`config.mk`:
```
export PLATFORM = sky130hd
export DESIGN_NAME = secded_ecc_unit
export DESIGN_NICKNAME = d
export VERILOG_FILES = /design/src/rtl/secded_pkg.sv /design/src/rtl/secded_checkgen.sv /design/src/rtl/secded_fix.sv /design/src/rtl/secded_outreg.sv /design/src/rtl/secded_ecc_unit.sv
export SDC_FILE = /design/constraint.sdc
export NUM_CORES = 1
export LEC_CHECK = 0
export CORE_UTILIZATION = 45
export DETAILED_ROUTE_END_ITERATION = 10
export HOLD_SLACK_MARGIN = 0.05
export PLACE_DENSITY = 0.76
export SLEW_MARGIN = 20
export SYNTH_ARGS = -nofsm -noshare
export SYNTH_HDL_FRONTEND = slang
export SYNTH_SLANG_ARGS = --single-unit
```
`constraint.sdc`:
```
create_clock -name clk_i -period 6.4 [get_ports clk_i]
set_input_delay 1.92 -clock clk_i [delete_from_list [all_inputs] [get_ports clk_i]]
set_output_delay 1.92 -clock clk_i [all_outputs]
set_load 0.005 [all_outputs]
```
`src/rtl/secded_pkg.sv`:
```
package secded_pkg;

  typedef enum logic [2:0] {
    K_CLEAN  = 3'd0,
    K_FIXED  = 3'd1,
    K_CHECK  = 3'd2,
    K_PARITY = 3'd3,
    K_UNCORR = 3'd4
  } dec_kind_e;

  // smallest k such that 2^k - 1 >= m + k
  function automatic int check_width(input int m);
    int k;
    k = 1;
    while (((1 << k) - 1) < (m + k)) k++;
    return k;
  endfunction

  // codeword position of data bit j (0-based): j-th non-power-of-two from 3
  function automatic int data_pos(input int j);
    int cnt;
    int res;
    cnt = 0;
    res = 0;
    for (int p = 3; p < 256; p++) begin
      if ((p & (p - 1)) != 0) begin
        if (cnt == j && res == 0) res = p;
        cnt++;
      end
    end
    return res;
  endfunction

  // data bits covered by check bit i
  function automatic logic [63:0] cover_mask(input int i, input int m);
    logic [63:0] r;
    r = '0;
    for (int j = 0; j < m && j < 64; j++) begin
      if (((data_pos(j) >> i) & 1) == 1) r[j] = 1'b1;
    end
    return r;
  endfunction

endpackage

```
`src/rtl/secded_checkgen.sv`:
```
module secded_checkgen
  import secded_pkg::*;
#(
  parameter int DATA_W  = 8,
  parameter int CHECK_W = check_width(DATA_W)
) (
  input  logic [DATA_W-1:0]  data_i,
  output logic [CHECK_W-1:0] check_o
);

  for (genvar i = 0; i < CHECK_W; i++) begin : g_chk
    localparam logic [63:0] MASK = cover_mask(i, DATA_W);
    assign check_o[i] = ^(data_i & MASK[DATA_W-1:0]);
  end

endmodule

```
`src/rtl/secded_fix.sv`:
```
module secded_fix
  import secded_pkg::*;
#(
  parameter int DATA_W  = 8,
  parameter int CHECK_W = check_width(DATA_W)
) (
  input  logic [DATA_W-1:0]  data_i,
  input  logic [CHECK_W-1:0] check_i,
  input  logic               par_i,
  input  logic [CHECK_W-1:0] calc_i,
  output logic [DATA_W-1:0]  data_o,
  output logic [CHECK_W-1:0] pos_o,
  output dec_kind_e          kind_o
);

  localparam int LAST_POS = DATA_W + CHECK_W;

  logic [CHECK_W-1:0] syn;
  logic               par_err;
  logic               syn_zero;
  logic               syn_hot;
  logic               syn_far;
  logic [DATA_W-1:0]  flip;

  assign syn      = check_i ^ calc_i;
  assign par_err  = ^{data_i, check_i, par_i};
  assign syn_zero = (syn == '0);
  assign syn_hot  = ($countones(syn) == 1);
  assign syn_far  = (int'(syn) > LAST_POS);

  for (genvar j = 0; j < DATA_W; j++) begin : g_flip
    localparam int POS = data_pos(j);
    assign flip[j] = (int'(syn) == POS);
  end

  always_comb begin
    if (syn_zero) kind_o = par_err ? K_PARITY : K_CLEAN;
    else if (!par_err) kind_o = K_UNCORR;
    else if (syn_hot) kind_o = K_CHECK;
    else if (syn_far) kind_o = K_UNCORR;
    else kind_o = K_FIXED;
  end

  assign data_o = (kind_o == K_FIXED) ? (data_i ^ flip) : data_i;
  assign pos_o  = syn;

  always_comb begin
    if (kind_o == K_FIXED) begin
      assert_fix_one_bit_R5: assert ($countones(data_o ^ data_i) == 1);
    end
    if (kind_o == K_UNCORR) begin
      assert_uncorr_keeps_R8: assert (data_o == data_i);
    end
  end

endmodule

```
`src/rtl/secded_outreg.sv`:
```
module secded_outreg #(
  parameter int W       = 8,
  parameter bit REG_OUT = 1'b1
) (
  input  logic         clk_i,
  input  logic         rst_ni,
  input  logic         valid_i,
  output logic         ready_o,
  input  logic [W-1:0] data_i,
  output logic         valid_o,
  input  logic         ready_i,
  output logic [W-1:0] data_o
);

  if (REG_OUT) begin : g_reg
    logic         full_q;
    logic [W-1:0] data_q;

    assign ready_o = !full_q || ready_i;

    always_ff @(posedge clk_i or negedge rst_ni) begin
      if (!rst_ni) begin
        full_q <= 1'b0;
        data_q <= '0;
      end else if (ready_o) begin
        full_q <= valid_i;
        if (valid_i) data_q <= data_i;
      end
    end

    assign valid_o = full_q;
    assign data_o  = data_q;

    assert_hold_R11: assert property (@(posedge clk_i) disable iff (!rst_ni)
      valid_o && !ready_i |=> valid_o && $stable(data_o));
    assert_take_R11: assert property (@(posedge clk_i) disable iff (!rst_ni)
      valid_i && ready_o |=> valid_o);
    assert_drain_R11: assert property (@(posedge clk_i) disable iff (!rst_ni)
      valid_o && ready_i && !valid_i |=> !valid_o);
  end else begin : g_pass
    assign ready_o = ready_i;
    assign valid_o = valid_i;
    assign data_o  = data_i;
  end

endmodule

```
`src/rtl/secded_ecc_unit.sv`:
```
module secded_ecc_unit
  import secded_pkg::*;
#(
  parameter int DATA_W  = 8,
  parameter bit REG_OUT = 1'b1,
  parameter int CHECK_W = check_width(DATA_W)
) (
  input  logic               clk_i,
  input  logic               rst_ni,
  input  logic [DATA_W-1:0]  enc_data_i,
  output logic [CHECK_W-1:0] enc_check_o,
  output logic               enc_par_o,
  input  logic               rd_valid_i,
  output logic               rd_ready_o,
  input  logic [DATA_W-1:0]  rd_data_i,
  input  logic [CHECK_W-1:0] rd_check_i,
  input  logic               rd_par_i,
  output logic               dec_valid_o,
  input  logic               dec_ready_i,
  output logic [DATA_W-1:0]  dec_data_o,
  output logic [CHECK_W-1:0] dec_pos_o,
  output logic               dec_fixed_o,
  output logic               dec_chkerr_o,
  output logic               dec_parerr_o,
  output logic               dec_uncorr_o
);

  localparam int PAY_W = DATA_W + CHECK_W + 4;

  // write side
  secded_checkgen #(.DATA_W(DATA_W), .CHECK_W(CHECK_W)) u_enc (
    .data_i (enc_data_i),
    .check_o(enc_check_o)
  );
  assign enc_par_o = ^{enc_data_i, enc_check_o};

  // read side
  logic [CHECK_W-1:0] rd_calc;
  logic [DATA_W-1:0]  fx_data;
  logic [CHECK_W-1:0] fx_pos;
  dec_kind_e          fx_kind;
  logic [3:0]         fx_flags;
  logic [PAY_W-1:0]   pay_in;
  logic [PAY_W-1:0]   pay_out;

  secded_checkgen #(.DATA_W(DATA_W), .CHECK_W(CHECK_W)) u_rdchk (
    .data_i (rd_data_i),
    .check_o(rd_calc)
  );

  secded_fix #(.DATA_W(DATA_W), .CHECK_W(CHECK_W)) u_fix (
    .data_i (rd_data_i),
    .check_i(rd_check_i),
    .par_i  (rd_par_i),
    .calc_i (rd_calc),
    .data_o (fx_data),
    .pos_o  (fx_pos),
    .kind_o (fx_kind)
  );

  assign fx_flags = {fx_kind == K_FIXED, fx_kind == K_CHECK,
                     fx_kind == K_PARITY, fx_kind == K_UNCORR};
  assign pay_in   = {fx_data, fx_pos, fx_flags};

  secded_outreg #(.W(PAY_W), .REG_OUT(REG_OUT)) u_out (
    .clk_i  (clk_i),
    .rst_ni (rst_ni),
    .valid_i(rd_valid_i),
    .ready_o(rd_ready_o),
    .data_i (pay_in),
    .valid_o(dec_valid_o),
    .ready_i(dec_ready_i),
    .data_o (pay_out)
  );

  assign {dec_data_o, dec_pos_o, dec_fixed_o, dec_chkerr_o,
          dec_parerr_o, dec_uncorr_o} = pay_out;

  assert_fixed_has_pos_R5: assert property (@(posedge clk_i) disable iff (!rst_ni)
    dec_valid_o && dec_fixed_o |-> dec_pos_o != '0);
  assert_chk_onehot_pos_R6: assert property (@(posedge clk_i) disable iff (!rst_ni)
    dec_valid_o && dec_chkerr_o |-> $onehot0(dec_pos_o) && dec_pos_o != '0);
  assert_parity_zero_pos_R7: assert property (@(posedge clk_i) disable iff (!rst_ni)
    dec_valid_o && dec_parerr_o |-> dec_pos_o == '0);

endmodule

```
==> run_results.csv, run 1 <==
group,metric,value,unit
setup_path,r2r_slack,4760,ps
synth,yosys-top-cells-count,"xnor2_1 (21), dfrtp_1 (17), nand2_1 (16)",
timing,skew,1.373,ps
floorplanning,dieArea,0.003356,mm²
placed_design,io_buffers,47,
timing,hold_viol_final,0,
floorplanning,die_y,57.93,µm
detailed_routing,routed_via_density,5.494,
floorplanning,rows,19,
clocking,htreeDepth,1,
grt,antenna_found_initial,0,
synth,yosysTopAreaCell,"dfrtp_1",
timing,final-max-slew-violation-count,0,
synth,async_flop_share,1.000,
clocking,clockRootBuffer,"clkbuf_4",
finish,diodes,0,
placed_design,placed_area,0.001894,mm²
floorplanning,fp.coreArea,0.002853,mm²
finish,n_fill_cell,247,
grt,grt_pass1_vias,1267,
synth,synthCells,154,
grt,overflow,0,
setup_path,crit_type,"in2out",
detailed_routing,drt_wl_total,3.180,mm
timing,fmax,170.3,MHz
grt,grt_max_degree,18,
setup_path,crit_path_cell_trace,"clkdlybuf4s50_1 > xor2_1 > xnor2_1 > xor2_1 > xnor2_1 > xnor2_1 > clkdlybuf4s50_1",
finish,fin_cells,233,
synth,synthDistinctLibCells,34,
flow_run,cap_violations,0,
clocking,clk_latency,290,ps
grt,grt_use_total,0.2130,
detailed_routing,wl_per_cell,13.65,µm
floorplanning,num_io_pins,48,
timing,setup_viol,0,
setup_path,crit_required,4480,ps
floorplanning,die_w,57.93,µm
timing,rsz0062_at_grt,"false",
finish,area_growth_syn_to_layout,36.44,%
finish,multiInputGateArea,929.6,µm²
power,ir_worst_vdd,217.7,µV
floorplanning,initial_core_util,0.4934,
finish,drive_gt1_frac,0.05941,
setup_path,crit_top_cell,"xnor2_1",
setup_path,cp_data_arrival_time,3950,ps
synth,synth_top_area_frac,0.3022,
finish,final_area,0.001921,mm²
hold_path,min_path_type,"reg2reg",
clocking,clk_path_buf_depth,2,
setup_path,cp_max_fo,2,
clocking,postCtsSetupRepairBufs,0,
status,violations,"design-rule violations",
synth,synth_edf_count,0,
setup_path,endpoint_kind,"primary output",
timing,tns,0,ps
detailed_routing,drc,3,
timing,tightest_slew,743.4,ps
placed_design,dp.cells,229,
setup_path,start_kind,"input port",
detailed_routing,drtPass1Iterations,10,
setup_path,slowest_delay,520,ps
detailed_routing,dr_total_vias,1280,
detailed_routing,antenna_left,0,
finish,utilization,0.6732,
synth,synth_seq_area_share,0.3022,
timing,relSlewSlack,0.5028,
timing,fin_crit_sh,0.9173,
clocking,cts_tree,"done",
synth,syn_nets,187,
power,p_leak,0.7783,nW
timing,min_period,5871,ps
synth,synth.most_common_cell,"xnor2_1",
clocking,cts_made_buffers,3,
synth,yosys_warnings,0,
finish,regArea,425.4,µm²
synth,syn-cell-area,0.001408,mm²
placed_design,place_congestion,0.8143,
setup_path,crit_slowest_cell,"clkdlybuf4s50_1",
clocking,holdBufCountCts,0,
synth,synth_seq_cells,17,
clocking,numClockSinks,17,
grt,grt_pass1_wl,5.451,mm
finish,fin_nets,236,
placed_design,hpwlAfterDp,2.739,mm
clocking,path_clk_slew,100,ps
synth,ys.flop_type,"dfrtp_1",
synth,synth_area_per_cell,9.140,µm²
clocking,ctsResizeCount,0,
synth,synthTopCellsByArea,"dfrtp_1 (30%), xnor2_1 (13%), ha_1 (7.1%), xor2_1 (6.8%), o21ai_0 (5.0%)",
detailed_routing,drtIter0Drc,31,
power,power_density,284.8,mW/mm²
status,outcome,"complete, but fails checks",
-- layout by cell type, fill, tap and decap left out, drive strengths merged --
| master | instances |
|---|---|
| a21oi | 2 |
| nor2 | 12 |
| clkbuf | 4 |
| or3 | 7 |
| or4 | 1 |
| o31ai | 3 |
| inv | 6 |
| a221o | 1 |
| o2111ai | 1 |
| xor2 | 11 |
| ha | 8 |
| nand3b | 2 |
| xnor2 | 23 |
| o21ai | 14 |
| nand2b | 2 |
| xnor3 | 3 |
| a31oi | 7 |
| and2 | 2 |
| nand3 | 3 |
| a211oi | 1 |
| buf | 1 |
| nor3 | 5 |
| nor3b | 1 |
| clkdlybuf4s50 | 47 |
| dfrtp | 17 |
| nand4b | 1 |
| and4 | 1 |
| nand2 | 16 |
-- layout make-up --
type	instances	area share
timing repair buffer	48	0.2489
inverter	6	0.01173
clock buffer	4	0.01368
tap	31	0.02020
multi-input combinational	127	0.4840
sequential	17	0.2215
-- critical path: cells and delay by family --
kind | cells | cell delay, ps
buffers and inverters | 2 | 1020
XOR/XNOR | 5 | 1000
-- registers in the layout, summed over array words and instances, names as in the netlist --
| register | flops |
|---|---|
| u_out.data_o | 16 |
| u_out.valid_o | 1 |
-- per-stage QoR --
| step | hold slack, ps | worst slack [ps] | total power [W] |
|---|---|---|---|
| floorplan | 472.6 | 1331 | 0.0003440 |
| global route | 519.5 | 454.8 | 0.0005909 |
| global placement | 463.3 | 620.1 | 0.0004759 |
| finish | 489.1 | 529.0 | 0.0005470 |
| detailed placement | 469.9 | 505.4 | 0.0004909 |
| CTS | 492.4 | 514.7 | 0.0005482 |
-- worst paths after layout --
| kind | startpoint | cells after the start | end |
|---|---|---|---|
| min in group asynchronous | rst_ni | 1 | u_out.data_o[1] |
| worst min-delay path | u_out.data_o[4] | 2 | u_out.data_o[4] |
| worst min register to register | u_out.data_o[4] | 2 | u_out.data_o[4] |
| max in group asynchronous | rst_ni | 1 | u_out.data_o[12] |
| worst max-delay path | enc_data_i[3] | 7 | enc_par_o |
| worst max register to register | u_out.valid_o | 5 | u_out.data_o[9] |
-- logic make-up after synthesis --
logic type / after synthesis / share of synthesized area
adder cells (fa/ha/maj): 8 / 0.07111
AO/OA/AOI/OAI: 29 / 0.1262
AND/OR/NAND/NOR: 53 / 0.1920
flip-flops: 17 / 0.3022
buffers and inverters: 10 / 0.03733
XOR/XNOR: 37 / 0.2711
-- power breakdown --
part	internal (W)	switching, W
combinational	0.000173	0.000170
sequential	0.000132	0.0000128
clock	0.0000243	0.0000349
total	0.000329	0.000218
-- routing by layer --
metal,share of wire,global-route usage,vias to the layer above,wire (µm)
met2,0.48,0.3678,51,1538
met4,0.020,0.1020,0,63
met5,0,0,-,0
met1,0.45,0.2589,592,1422
li1,-,-,631,-
met3,0.049,0.03348,6,156
Power figures use the tool's default switching activity.
==> run 2, diff against run 1 <==
==> constraint.sdc (replaced) <==
create_clock -name clk_i -period 6.4 [get_ports clk_i]
set_input_delay 1.92 -clock clk_i [delete_from_list [all_inputs] [get_ports clk_i]]
set_output_delay 1.92 -clock clk_i [all_outputs]
set_load 0.05 [all_outputs]
==> run 2 against run 1 <==
The run still ends with design-rule violations left. Setup slack lost 85 ps. First-iteration DRC count is 87% higher. Hold slack worse by 6.4 ps. Fmax fell by 1.4%. Count of clock-buffer cells in the layout fell by 1. Flip-flop and latch count is the same. Global-route usage up 0.35 points. Sequential power about the same. Design area is essentially flat. Clock power decreased by 3%. Critical path depth down 2. Non-clock buffer count unchanged. Largest power group unchanged.
==> run_results.csv, run 2 (synthesis results as in run 1) <==
group,metric,value,unit
status,outcome,"complete, but fails checks",
status,violations,"design-rule violations",
detailed_routing,drtPass1Iterations,9,
detailed_routing,drc,3,
floorplanning,fp.coreArea,0.002853,mm²
setup_path,cp_data_arrival_time,4040,ps
timing,fmax,167.9,MHz
floorplanning,rows,19,
clocking,clockRootBuffer,"clkbuf_4",
grt,grt_use_total,0.2165,
finish,final_common_cell,"clkdlybuf4s50_1",
setup_path,r2r_end,"u_out.data_o[9]",
timing,tightest_slew,742.0,ps
clocking,clk_path_buf_depth,2,
detailed_routing,wl_per_cell,13.94,µm
timing,relSlewSlack,0.5038,
setup_path,start_kind,"input port",
power,power.internal,0.0003273,W
setup_path,crit_path_cell_trace,"clkdlybuf4s50_1 > xor2_1 > xnor2_1 > xor2_1 > clkdlybuf4s50_1",
placed_design,place_congestion,0.8076,
setup_path,slowest_delay,850,ps
clocking,clk_latency,290,ps
setup_path,reg2reg_from,"u_out.valid_o",
setup_path,cp_max_fo,2,
detailed_routing,drtIter0Drc,58,
timing,min_period,5956,ps
hold_path,hold_start,"u_out.data_o[4]",
timing,skew,3.312,ps
detailed_routing,dr_total_vias,1290,
placed_design,hpwlAfterDp,2.763,mm
power,p_seq_frac,0.216,
setup_path,critPathTopFamily,"buffers and inverters",
power,power_density,347.1,mW/mm²
grt,overflow,0,
grt,grt_pass1_wl,5.540,mm
clocking,numClockSinks,17,
finish,largest_register_ffs,16,
grt,grt_max_degree,18,
floorplanning,die_w,57.93,µm
timing,tns,0,ps
setup_path,reg2reg_depth,5,
finish,fin_nets,236,
setup_path,crit_buf_inv,2,
grt,grt_pass1_vias,1264,
power,switching_share,0.5088,
hold_path,hold_end,"u_out.data_o[4]",
setup_path,crit_type,"in2out",
clocking,postCtsSetupRepairBufs,0,
setup_path,crit_slowest_cell,"clkdlybuf4s50_1",
detailed_routing,routed_via_density,5.536,
setup_path,crit_required,4480,ps
detailed_routing,drt_wl_total,3.248,mm
power,p_switching,0.0003390,W
setup_path,r2r_slack,4720,ps
power,clockPowerShare,0.086,
clocking,path_clk_slew,90,ps
power,p_leak,0.7819,nW
floorplanning,dieArea,0.003356,mm²
floorplanning,num_io_pins,48,
clocking,ctsResizeCount,0,
power,p_comb_frac,0.697,
flow_run,cap_violations,0,
placed_design,io_buffers,47,
timing,fin_crit_sh,0.9306,
grt,antenna_found_initial,0,
clocking,cts_tree,"done",
finish,layout_common_cells,"clkdlybuf4s50_1 (46), xnor2_1 (21), dfrtp_1 (17)",
timing,setup_viol,0,
detailed_routing,antenna_left,0,
setup_path,endpoint_kind,"primary output",
hold_path,hold_depth,2,
power,ir_worst_vdd,215.3,µV
clocking,htreeDepth,1,
finish,area_growth_syn_to_layout,36.36,%
hold_path,min_path_type,"reg2reg",
timing,rsz0062_at_grt,"false",
floorplanning,die_y,57.93,µm
finish,diodes,0,
clocking,cts_made_buffers,3,
finish,utilization,0.6728,
timing,final-max-slew-violation-count,0,
floorplanning,initial_core_util,0.4934,
finish,drive_gt1_frac,0.06931,
timing,hold_viol_final,0,
clocking,holdBufCountCts,0,
-- run 2: worst max path at each step --
stage,startpoint,endpoint,slack [ps],depth (start not counted)
after floorplan,enc_data_i[3],enc_par_o,270,5
after global placement,enc_data_i[6],enc_check_o[1],580,5
after detailed placement,enc_data_i[6],enc_check_o[1],450,5
after CTS,enc_data_i[6],enc_check_o[1],440,5
after global routing,enc_data_i[6],enc_check_o[1],380,5
final,enc_data_i[6],enc_check_o[1],440,5
-- run 2: layout make-up --
| type | count | area (µm²) |
|---|---|---|
| inverter | 6 | 22.52 |
| clock inverter | 1 | 5.005 |
| sequential | 17 | 425.4 |
| fill | 238 | 933.4 |
| tap | 31 | 38.79 |
| clock buffer | 3 | 22.52 |
| timing repair buffer | 48 | 475.5 |
| multi-input combinational | 127 | 929.6 |
-- run 2: through the flow --
step | setup WS (ps) | instances | power, W | hold WS (ps) | area, µm²
after global routing | 381.7 | 233 | 0.0007145 | 519.5 | 1919
after global placement | 580.6 | 229 | 0.0005965 | 463.4 | 1892
after detailed placement | 452.0 | 229 | 0.0006099 | 469.6 | 1892
after floorplan | 274.6 | 154 | 0.0004643 | 756.4 | 1408
after CTS | 437.5 | 233 | 0.0006695 | 492.0 | 1919
final | 444.0 | 233 | 0.0006663 | 482.7 | 1919
-- run 2: power groups by stage --
stage	clock network, W	registers, W	logic (W)
final	0.0000575	0.000144	0.000465
after global routing	0.0000649	0.000147	0.000502
after CTS	0.0000595	0.000145	0.000465
after detailed placement	0	0.000147	0.000463
after global placement	0	0.000145	0.000452
after floorplan	0	0.000233	0.000231
-- run 2: metal layers --
layer / global-route usage / wire, µm
met1: 0.2776 / 1385
met4: 0.1054 / 89
met5: 0 / 0
met3: 0.02679 / 180
met2: 0.3612 / 1592
-- run 2: worst register-to-register path: cells and delay by family, from the launching register on --
kind / cells / cell delay, ps
flops: 1 / 390
simple gates: 5 / 1230
==> run 3, diff against run 2 <==
--- a/config.mk
+++ b/config.mk
@@ -6,6 +6,7 @@
 export NUM_CORES = 1
 export LEC_CHECK = 0
 export CORE_UTILIZATION = 45
+export CTS_CLUSTER_SIZE = 20
 export DETAILED_ROUTE_END_ITERATION = 10
 export HOLD_SLACK_MARGIN = 0.05
 export PLACE_DENSITY = 0.76
==> results of run 3 <==
The final DEF is identical to that of run 2; final timing and power are the same.
